**src/rtl/mdb_pkg.sv**
```systemverilog
package mdb_pkg;

  localparam int HALF_W = 16;
  localparam int HDR_W  = 12;

  typedef enum logic [1:0] {
    MODE_PASS = 2'b00,
    MODE_RSVD = 2'b01,
    MODE_REG  = 2'b10,
    MODE_PAGE = 2'b11
  } mdb_mode_e;

  localparam logic [1:0] OP_WR = 2'b01;
  localparam logic [1:0] OP_RD = 2'b10;

  // Header fields in arrival order: opcode first, register number last.
  typedef struct packed {
    logic [1:0] op;
    logic [4:0] phy;
    logic [4:0] rg;
  } mdb_hdr_t;

  function automatic mdb_mode_e mode_of(input mdb_hdr_t h);
    return mdb_mode_e'(h.phy[4:3]);
  endfunction

  // Address bits below the page: word-aligned byte offset within a page.
  function automatic logic [8:0] in_page_addr(input mdb_hdr_t h);
    return {h.phy[2:0], h.rg[4:1], 2'b00};
  endfunction

  function automatic logic is_high_half(input mdb_hdr_t h);
    return h.rg[0];
  endfunction

endpackage

```
**src/rtl/mdb_frame_rx.sv**
```systemverilog
module mdb_frame_rx
  import mdb_pkg::*;
#(
  parameter int PRE_LEN = 32
) (
  input  logic              mdc,
  input  logic              rst_n,
  input  logic              mdio_i,
  input  logic              drive_en,
  input  logic [HALF_W-1:0] rd_half,
  output mdb_hdr_t          hdr_q,
  output logic              hdr_done_q,
  output logic              frame_done_q,
  output logic [HALF_W-1:0] din_q,
  output logic              mdio_o,
  output logic              mdio_oe
);

  localparam int CNT_W = $clog2(PRE_LEN + 1);
  localparam logic [CNT_W-1:0] PRE_MAX = CNT_W'(PRE_LEN);
  localparam logic [3:0] HDR_LAST  = 4'(HDR_W - 1);
  localparam logic [3:0] DATA_LAST = 4'(HALF_W - 1);

  typedef enum logic [2:0] {FR_IDLE, FR_ST1, FR_HDR, FR_TA, FR_DATA} fr_state_e;

  fr_state_e         state_q;
  logic [CNT_W-1:0]  pre_cnt_q;
  logic [3:0]        bcnt_q;
  logic [HALF_W-1:0] shreg_q;

  always_ff @(posedge mdc or negedge rst_n) begin
    if (!rst_n) begin
      state_q      <= FR_IDLE;
      pre_cnt_q    <= '0;
      bcnt_q       <= '0;
      hdr_q        <= '0;
      din_q        <= '0;
      shreg_q      <= '0;
      mdio_o       <= 1'b0;
      mdio_oe      <= 1'b0;
      hdr_done_q   <= 1'b0;
      frame_done_q <= 1'b0;
    end else begin
      hdr_done_q   <= 1'b0;
      frame_done_q <= 1'b0;
      unique case (state_q)
        FR_IDLE: begin
          if (mdio_i) begin
            if (pre_cnt_q != PRE_MAX) pre_cnt_q <= pre_cnt_q + 1'b1;
          end else begin
            if (pre_cnt_q == PRE_MAX) state_q <= FR_ST1;
            pre_cnt_q <= '0;
          end
        end
        FR_ST1: begin
          bcnt_q  <= '0;
          state_q <= mdio_i ? FR_HDR : FR_IDLE;
        end
        FR_HDR: begin
          hdr_q <= mdb_hdr_t'({hdr_q[HDR_W-2:0], mdio_i});
          if (bcnt_q == HDR_LAST) begin
            bcnt_q     <= '0;
            state_q    <= FR_TA;
            hdr_done_q <= 1'b1;
          end else begin
            bcnt_q <= bcnt_q + 1'b1;
          end
        end
        FR_TA: begin
          if (bcnt_q == 4'd0) begin
            bcnt_q <= 4'd1;
            if (drive_en) begin
              mdio_oe <= 1'b1;
              mdio_o  <= 1'b0;
              shreg_q <= rd_half;
            end
          end else begin
            bcnt_q  <= '0;
            state_q <= FR_DATA;
            if (mdio_oe) begin
              mdio_o  <= shreg_q[HALF_W-1];
              shreg_q <= {shreg_q[HALF_W-2:0], 1'b0};
            end
          end
        end
        FR_DATA: begin
          din_q <= {din_q[HALF_W-2:0], mdio_i};
          if (bcnt_q == DATA_LAST) begin
            bcnt_q       <= '0;
            state_q      <= FR_IDLE;
            mdio_oe      <= 1'b0;
            mdio_o       <= 1'b0;
            frame_done_q <= 1'b1;
          end else begin
            bcnt_q <= bcnt_q + 1'b1;
            if (mdio_oe) begin
              mdio_o  <= shreg_q[HALF_W-1];
              shreg_q <= {shreg_q[HALF_W-2:0], 1'b0};
            end
          end
        end
        default: state_q <= FR_IDLE;
      endcase
    end
  end

endmodule

```
**src/rtl/mdb_page_store.sv**
```systemverilog
module mdb_page_store #(
  parameter int PAGE_W = 10
) (
  input  logic              mdc,
  input  logic              rst_n,
  input  logic              we,
  input  logic [PAGE_W-1:0] din,
  output logic [PAGE_W-1:0] page_q
);

  always_ff @(posedge mdc or negedge rst_n) begin
    if (!rst_n)  page_q <= '0;
    else if (we) page_q <= din;
  end

endmodule

```
**src/rtl/mdb_half_merge.sv**
```systemverilog
module mdb_half_merge
  import mdb_pkg::*;
(
  input  logic                mdc,
  input  logic                rst_n,
  input  logic                stage_we,
  input  logic [HALF_W-1:0]   stage_din,
  input  logic                cap_we,
  input  logic [2*HALF_W-1:0] cap_din,
  input  logic                sel_high,
  output logic [HALF_W-1:0]   stage_q,
  output logic [HALF_W-1:0]   rd_half
);

  logic [HALF_W-1:0] cap_hi_q;

  always_ff @(posedge mdc or negedge rst_n) begin
    if (!rst_n) begin
      stage_q  <= '0;
      cap_hi_q <= '0;
    end else begin
      if (stage_we) stage_q  <= stage_din;
      if (cap_we)   cap_hi_q <= cap_din[2*HALF_W-1:HALF_W];
    end
  end

  // Low half comes straight from the bus in the strobe cycle.
  assign rd_half = sel_high ? cap_hi_q : cap_din[HALF_W-1:0];

endmodule

```
**src/rtl/mdio_paged_bridge.sv**
```systemverilog
module mdio_paged_bridge
  import mdb_pkg::*;
#(
  parameter int PAGE_W  = 10,
  parameter int PRE_LEN = 32,
  localparam int ADDR_W = PAGE_W + 9
) (
  input  logic                mdc,
  input  logic                rst_n,
  input  logic                mdio_i,
  output logic                mdio_o,
  output logic                mdio_oe,
  output logic [ADDR_W-1:0]   bus_addr,
  output logic [2*HALF_W-1:0] bus_wdata,
  output logic                bus_we,
  output logic                bus_re,
  input  logic [2*HALF_W-1:0] bus_rdata,
  output logic                byp_req,
  output logic                byp_write,
  output logic [2:0]          byp_phy,
  output logic [4:0]          byp_reg,
  output logic [HALF_W-1:0]   byp_wdata
);

  mdb_hdr_t          hdr;
  logic              hdr_done;
  logic              frame_done;
  logic [HALF_W-1:0] din;
  logic [HALF_W-1:0] stage_q;
  logic [HALF_W-1:0] rd_half;
  logic [PAGE_W-1:0] page_q;

  mdb_mode_e mode;
  logic      is_wr, is_rd, hi_half;
  logic      page_we, stage_we, drive_en;

  assign mode    = mode_of(hdr);
  assign is_wr   = (hdr.op == OP_WR);
  assign is_rd   = (hdr.op == OP_RD);
  assign hi_half = is_high_half(hdr);

  assign page_we  = frame_done && is_wr && (mode == MODE_PAGE);
  assign stage_we = frame_done && is_wr && (mode == MODE_REG) && !hi_half;
  assign bus_we   = frame_done && is_wr && (mode == MODE_REG) &&  hi_half;
  assign bus_re   = hdr_done   && is_rd && (mode == MODE_REG) && !hi_half;
  assign drive_en = is_rd && (mode == MODE_REG);
  assign byp_req  = (mode == MODE_PASS) &&
                    ((hdr_done && is_rd) || (frame_done && is_wr));

  assign bus_addr  = {page_q, in_page_addr(hdr)};
  assign bus_wdata = {din, stage_q};
  assign byp_write = is_wr;
  assign byp_phy   = hdr.phy[2:0];
  assign byp_reg   = hdr.rg;
  assign byp_wdata = din;

  mdb_frame_rx #(.PRE_LEN(PRE_LEN)) u_rx (
    .mdc          (mdc),
    .rst_n        (rst_n),
    .mdio_i       (mdio_i),
    .drive_en     (drive_en),
    .rd_half      (rd_half),
    .hdr_q        (hdr),
    .hdr_done_q   (hdr_done),
    .frame_done_q (frame_done),
    .din_q        (din),
    .mdio_o       (mdio_o),
    .mdio_oe      (mdio_oe)
  );

  mdb_page_store #(.PAGE_W(PAGE_W)) u_page (
    .mdc    (mdc),
    .rst_n  (rst_n),
    .we     (page_we),
    .din    (din[PAGE_W-1:0]),
    .page_q (page_q)
  );

  mdb_half_merge u_merge (
    .mdc       (mdc),
    .rst_n     (rst_n),
    .stage_we  (stage_we),
    .stage_din (din),
    .cap_we    (bus_re),
    .cap_din   (bus_rdata),
    .sel_high  (hi_half),
    .stage_q   (stage_q),
    .rd_half   (rd_half)
  );

endmodule

```
**config.mk**
```make
export PLATFORM = sky130hd
export DESIGN_NAME = mdio_paged_bridge
export DESIGN_NICKNAME = d
export VERILOG_FILES = /design/src/rtl/mdb_pkg.sv /design/src/rtl/mdb_frame_rx.sv /design/src/rtl/mdb_page_store.sv /design/src/rtl/mdb_half_merge.sv /design/src/rtl/mdio_paged_bridge.sv
export SDC_FILE = /design/constraint.sdc
export NUM_CORES = 1
export LEC_CHECK = 0
export BUFFER_PORTS_ARGS = -buffer_cell sky130_fd_sc_hd__buf_2
export CAP_MARGIN = 20
export CORE_AREA = 2 2 101 103
export DETAILED_ROUTE_END_ITERATION = 10
export DIE_AREA = 0 0 103 105
export PLACE_DENSITY_LB_ADDON = 0.08
export SYNTH_ARGS = -nofsm -noshare
export SYNTH_HDL_FRONTEND = slang
export SYNTH_HIERARCHICAL = 1
export SYNTH_SLANG_ARGS = --single-unit
export TNS_END_PERCENT = 5
```
**constraint.sdc**
```tcl
create_clock -name mdc -period 2 [get_ports mdc]
set_input_delay 0.3 -clock mdc [delete_from_list [all_inputs] [get_ports mdc]]
set_output_delay 0.3 -clock mdc [all_outputs]
set_load 0.05 [all_outputs]
```
==> results.py <==
metrics = {
    "setup_path": {
        "crit_fanout": 6,
        "worstRegToRegCells": 7,
        "worst_setup_path_end_kind": "output port",
        "path_class": "flop to output port",
        "worstPathArrival_ns": 1.57,
        "rrSetupSlack_ns": 0.14,
        "max_stage_delay_ns": 0.47,
        "startpoint_type": "flop",
        "reg2reg_to": "u_rx/shreg_q[10]",
        "crit_chain": "nand3b_4, a211oi_2, buf_2",
        "required_ns": 1.70,
        "r2r_start": "u_rx/hdr_q[8]",
        "critPathSlowestCell": "dfrtp_1",
        "startpoint": "u_rx/hdr_q[10]",
    },
    "hold_path": {
        "min_from": "bus_rdata[23]",
        "hold_path_end": "u_merge/cap_hi_q[7]",
        "hp-class": "input pin to flop",
        "whs_path_depth": 2,
    },
    "clock_network": {
        "clock_latency_ns": 0.36,
        "clockBufferDepth": 2,
        "clk_pin_slew_worst_paths_ns": 0.10,
        "h-tree-depth": 3,
        "cts.sinks": 103,
        "cts_buffers": 9,
        "cts_root_buf": "clkbuf_8",
        "cts_tree": "yes",
    },
    "layout": {
        "nNetsFinal": 553,
        "multi_input_area_mm2": 0.002143,
        "antennaDiodeCount": 0,
        "seq_area_mm2": 0.002577,
        "instances_no_fill": 651,
        "final_common_cell": "buf_2",
        "syn_to_final_growth_pct": 17.08,
        "final_cell_mix": "buf_2, dfrtp_1, nand2_1, mux2_4, mux2_2",
        "nFillCells": 825,
        "layout-drive-gt1-share_pct": 47.10,
    },
    "flow_run": {
        "drv_cap": 0,
    },
    "route": {
        "route.detailed.drc": 0,
        "wire_per_inst_um": 15.18,
        "via_per_inst": 5.217,
        "routed_wl_um": 9883,
        "dr.pass1.iters": 4,
        "drtIter0Drc": 135,
        "ant_nets": 0,
        "vias": 3396,
    },
    "status": {
        "status": "complete, no violations",
    },
    "grt": {
        "grt_pass1_wl_um": 16770,
        "overflow": 0,
        "grt_antenna_before_repair": 0,
        "grt_pass1_vias": 3329,
        "grt_max_degree": 42,
        "busiest_layer": "met2",
        "grt_util_all_layers_pct": 19.54,
        "grt_use_met2_pct": 30.47,
        "use_met1_pct": 27.84,
        "grt_use_met3_pct": 3.478,
    },
    "synthesis": {
        "synth.avg_cell_area_um2": 12.34,
        "ys_ff_latch": 103,
        "syn_inst": 412,
        "seq_area_frac_synth_pct": 50.70,
        "synthArstFlopShare_pct": 100.0,
        "synth_flop_cell": "dfrtp_1",
        "yosys_warnings": 6,
        "synthDistinctLibCells": 55,
        "syn_area_mm2": 0.005084,
        "synth_edf_count": 0,
    },
    "die": {
        "std_cell_rows": 36,
        "die_h_um": 105,
        "die_x_um": 103,
        "floorplan.initialDensity_pct": 52.74,
        "core_mm2": 0.009639,
        "pin_count": 116,
        "dieArea_mm2": 0.01082,
    },
    "timing": {
        "finalSetupViolCount": 0,
        "hold_slack_ns": 0.1633,
        "tightest_slew_ns": 0.5539,
        "relSlewSlack_pct": 62.55,
        "period_needed_ns": 1.865,
        "slew_viol_final": 0,
        "max_freq_mhz": 536.1,
        "rsz0062_at_grt": "false",
        "fin_skew_ns": 0.01115,
        "hold_violations": 0,
        "period_share_pct": 93.27,
    },
    "place": {
        "place.gp.congestion": 0.8679,
        "hpwl_um": 7011,
        "port_buffers": 113,
        "dp_cells": 633,
    },
    "pwr": {
        "ir_drop_uv": 767.4,
        "p_leak_nw": 3.097,
        "p_per_area_mw_per_mm2": 1522,
    },
}
-- repair_timing --
| item | CTS | global route |
|---|---|---|
| cloned | 0 | 0 |
| setup endpoints to repair | 1 | 10 |
| pin swaps | 0 | 1 |
| endpoints found under the hold margin | 38 | 0 |
| hold buffers | 1 | 0 |
| resized for setup | 1 | 2 |
| setup buffers | 0 | 2 |
-- flip-flops by register name, summed over array words and instances (netlist names) --
| name | count |
|---|---|
| u_rx/frame_done_q | 1 |
| u_merge/cap_hi_q | 16 |
| u_rx/din_q | 16 |
| u_rx/mdio_o | 1 |
| u_rx/mdio_oe | 1 |
| u_merge/stage_q | 16 |
| u_rx/shreg_q | 16 |
| u_rx/state_q | 3 |
| u_page/page_q | 10 |
| u_rx/bcnt_q | 4 |
| u_rx/pre_cnt_q | 6 |
| u_rx/hdr_done_q | 1 |
| u_rx/hdr_q | 12 |
-- Yosys cell counts (6+ instances only) --
cell	count	area, um^2
inv_1	10	37.54
buf_4	25	187.7
a2bb2oi_2	9	135.1
nand2_1	66	247.7
dfrtp_1	103	2577
a21oi_1	6	30.03
buf_2	6	30.03
nand3_1	6	30.03
clkbuf_1	6	22.52
mux2_2	30	337.8
mux2_4	40	600.6
o21ai_0	9	45.04
o22ai_1	15	93.84
nor2_1	10	37.54
-- routing by layer --
layer	up-vias	part of all wire, %
met5	-	0
met4	0	1.3
met3	8	3.7
met2	76	48
met1	1681	47
li1	1631	-
-- stage by stage --
step / area [um^2] / TNS, ns / setup WS, ns / util (%) / power [W]
final: 5952 / 0 / 0.1346 / 61.75 / 0.009056
after global routing: 5952 / 0 / 0.02092 / 61.75 / 0.009597
after CTS: 5927 / 0 / 0.007963 / 61.49 / 0.009132
after detailed placement: 5695 / 0 / 0.07507 / 59.09 / 0.007681
after global placement: 5695 / 0 / 0.1702 / 59.09 / 0.007597
after floorplan: 5097 / -2.487 / -0.1949 / - / 0.006898
-- critical path, delay by kind of cell (launching register included) --
| kind | cells | cell delay [ns] |
|---|---|---|
| buffers and inverters | 1 | 0.30 |
| AOI/OAI and AO/OA | 1 | 0.22 |
| DFF | 1 | 0.47 |
| and+or+nand+nor | 1 | 0.22 |
-- worst max-delay path by stage --
stage	depth (start not counted)	to	slack (ns)
floorplan	4	u_merge/cap_hi_q[10]	-0.19
global placement	7	u_rx/shreg_q[14]	0.17
detailed placement	7	u_rx/shreg_q[11]	0.08
CTS	3	bus_re	0.008
global route	7	u_rx/shreg_q[5]	0.02
finish	3	byp_req	0.13
-- layout make-up --
class / count / area share, %
clock buffer: 10 / 2.312
clock inverter: 5 / 1.366
inverter: 10 / 0.6306
multi-input combinational: 254 / 36.01
sequential: 103 / 43.30
tap: 133 / 2.796
timing repair buffer: 136 / 13.58
-- power breakdown --
part	internal, W	leakage, nW	total, W	switching, W
registers	0.00256	1.36	0.00313	0.000564
clock network	0.000735	0.109	0.00142	0.000689
logic	0.00144	1.63	0.00451	0.00307
-- cell families (layout without fill, tap and decap cells) --
logic type	after synthesis	count (layout)	synth area share [%]
XOR/XNOR	1	1	0.1723
AND/OR/NAND/NOR	110	110	10.78
other	1	2	0.07377
multiplexers	71	71	18.66
AO/OA/AOI/OAI	66	66	10.81
adder cells (fa/ha/maj)	4	4	0.9845
flip-flops	103	103	50.70
buffers and inverters	56	161	7.827
Note: power is estimated with default switching activity, not from simulation.
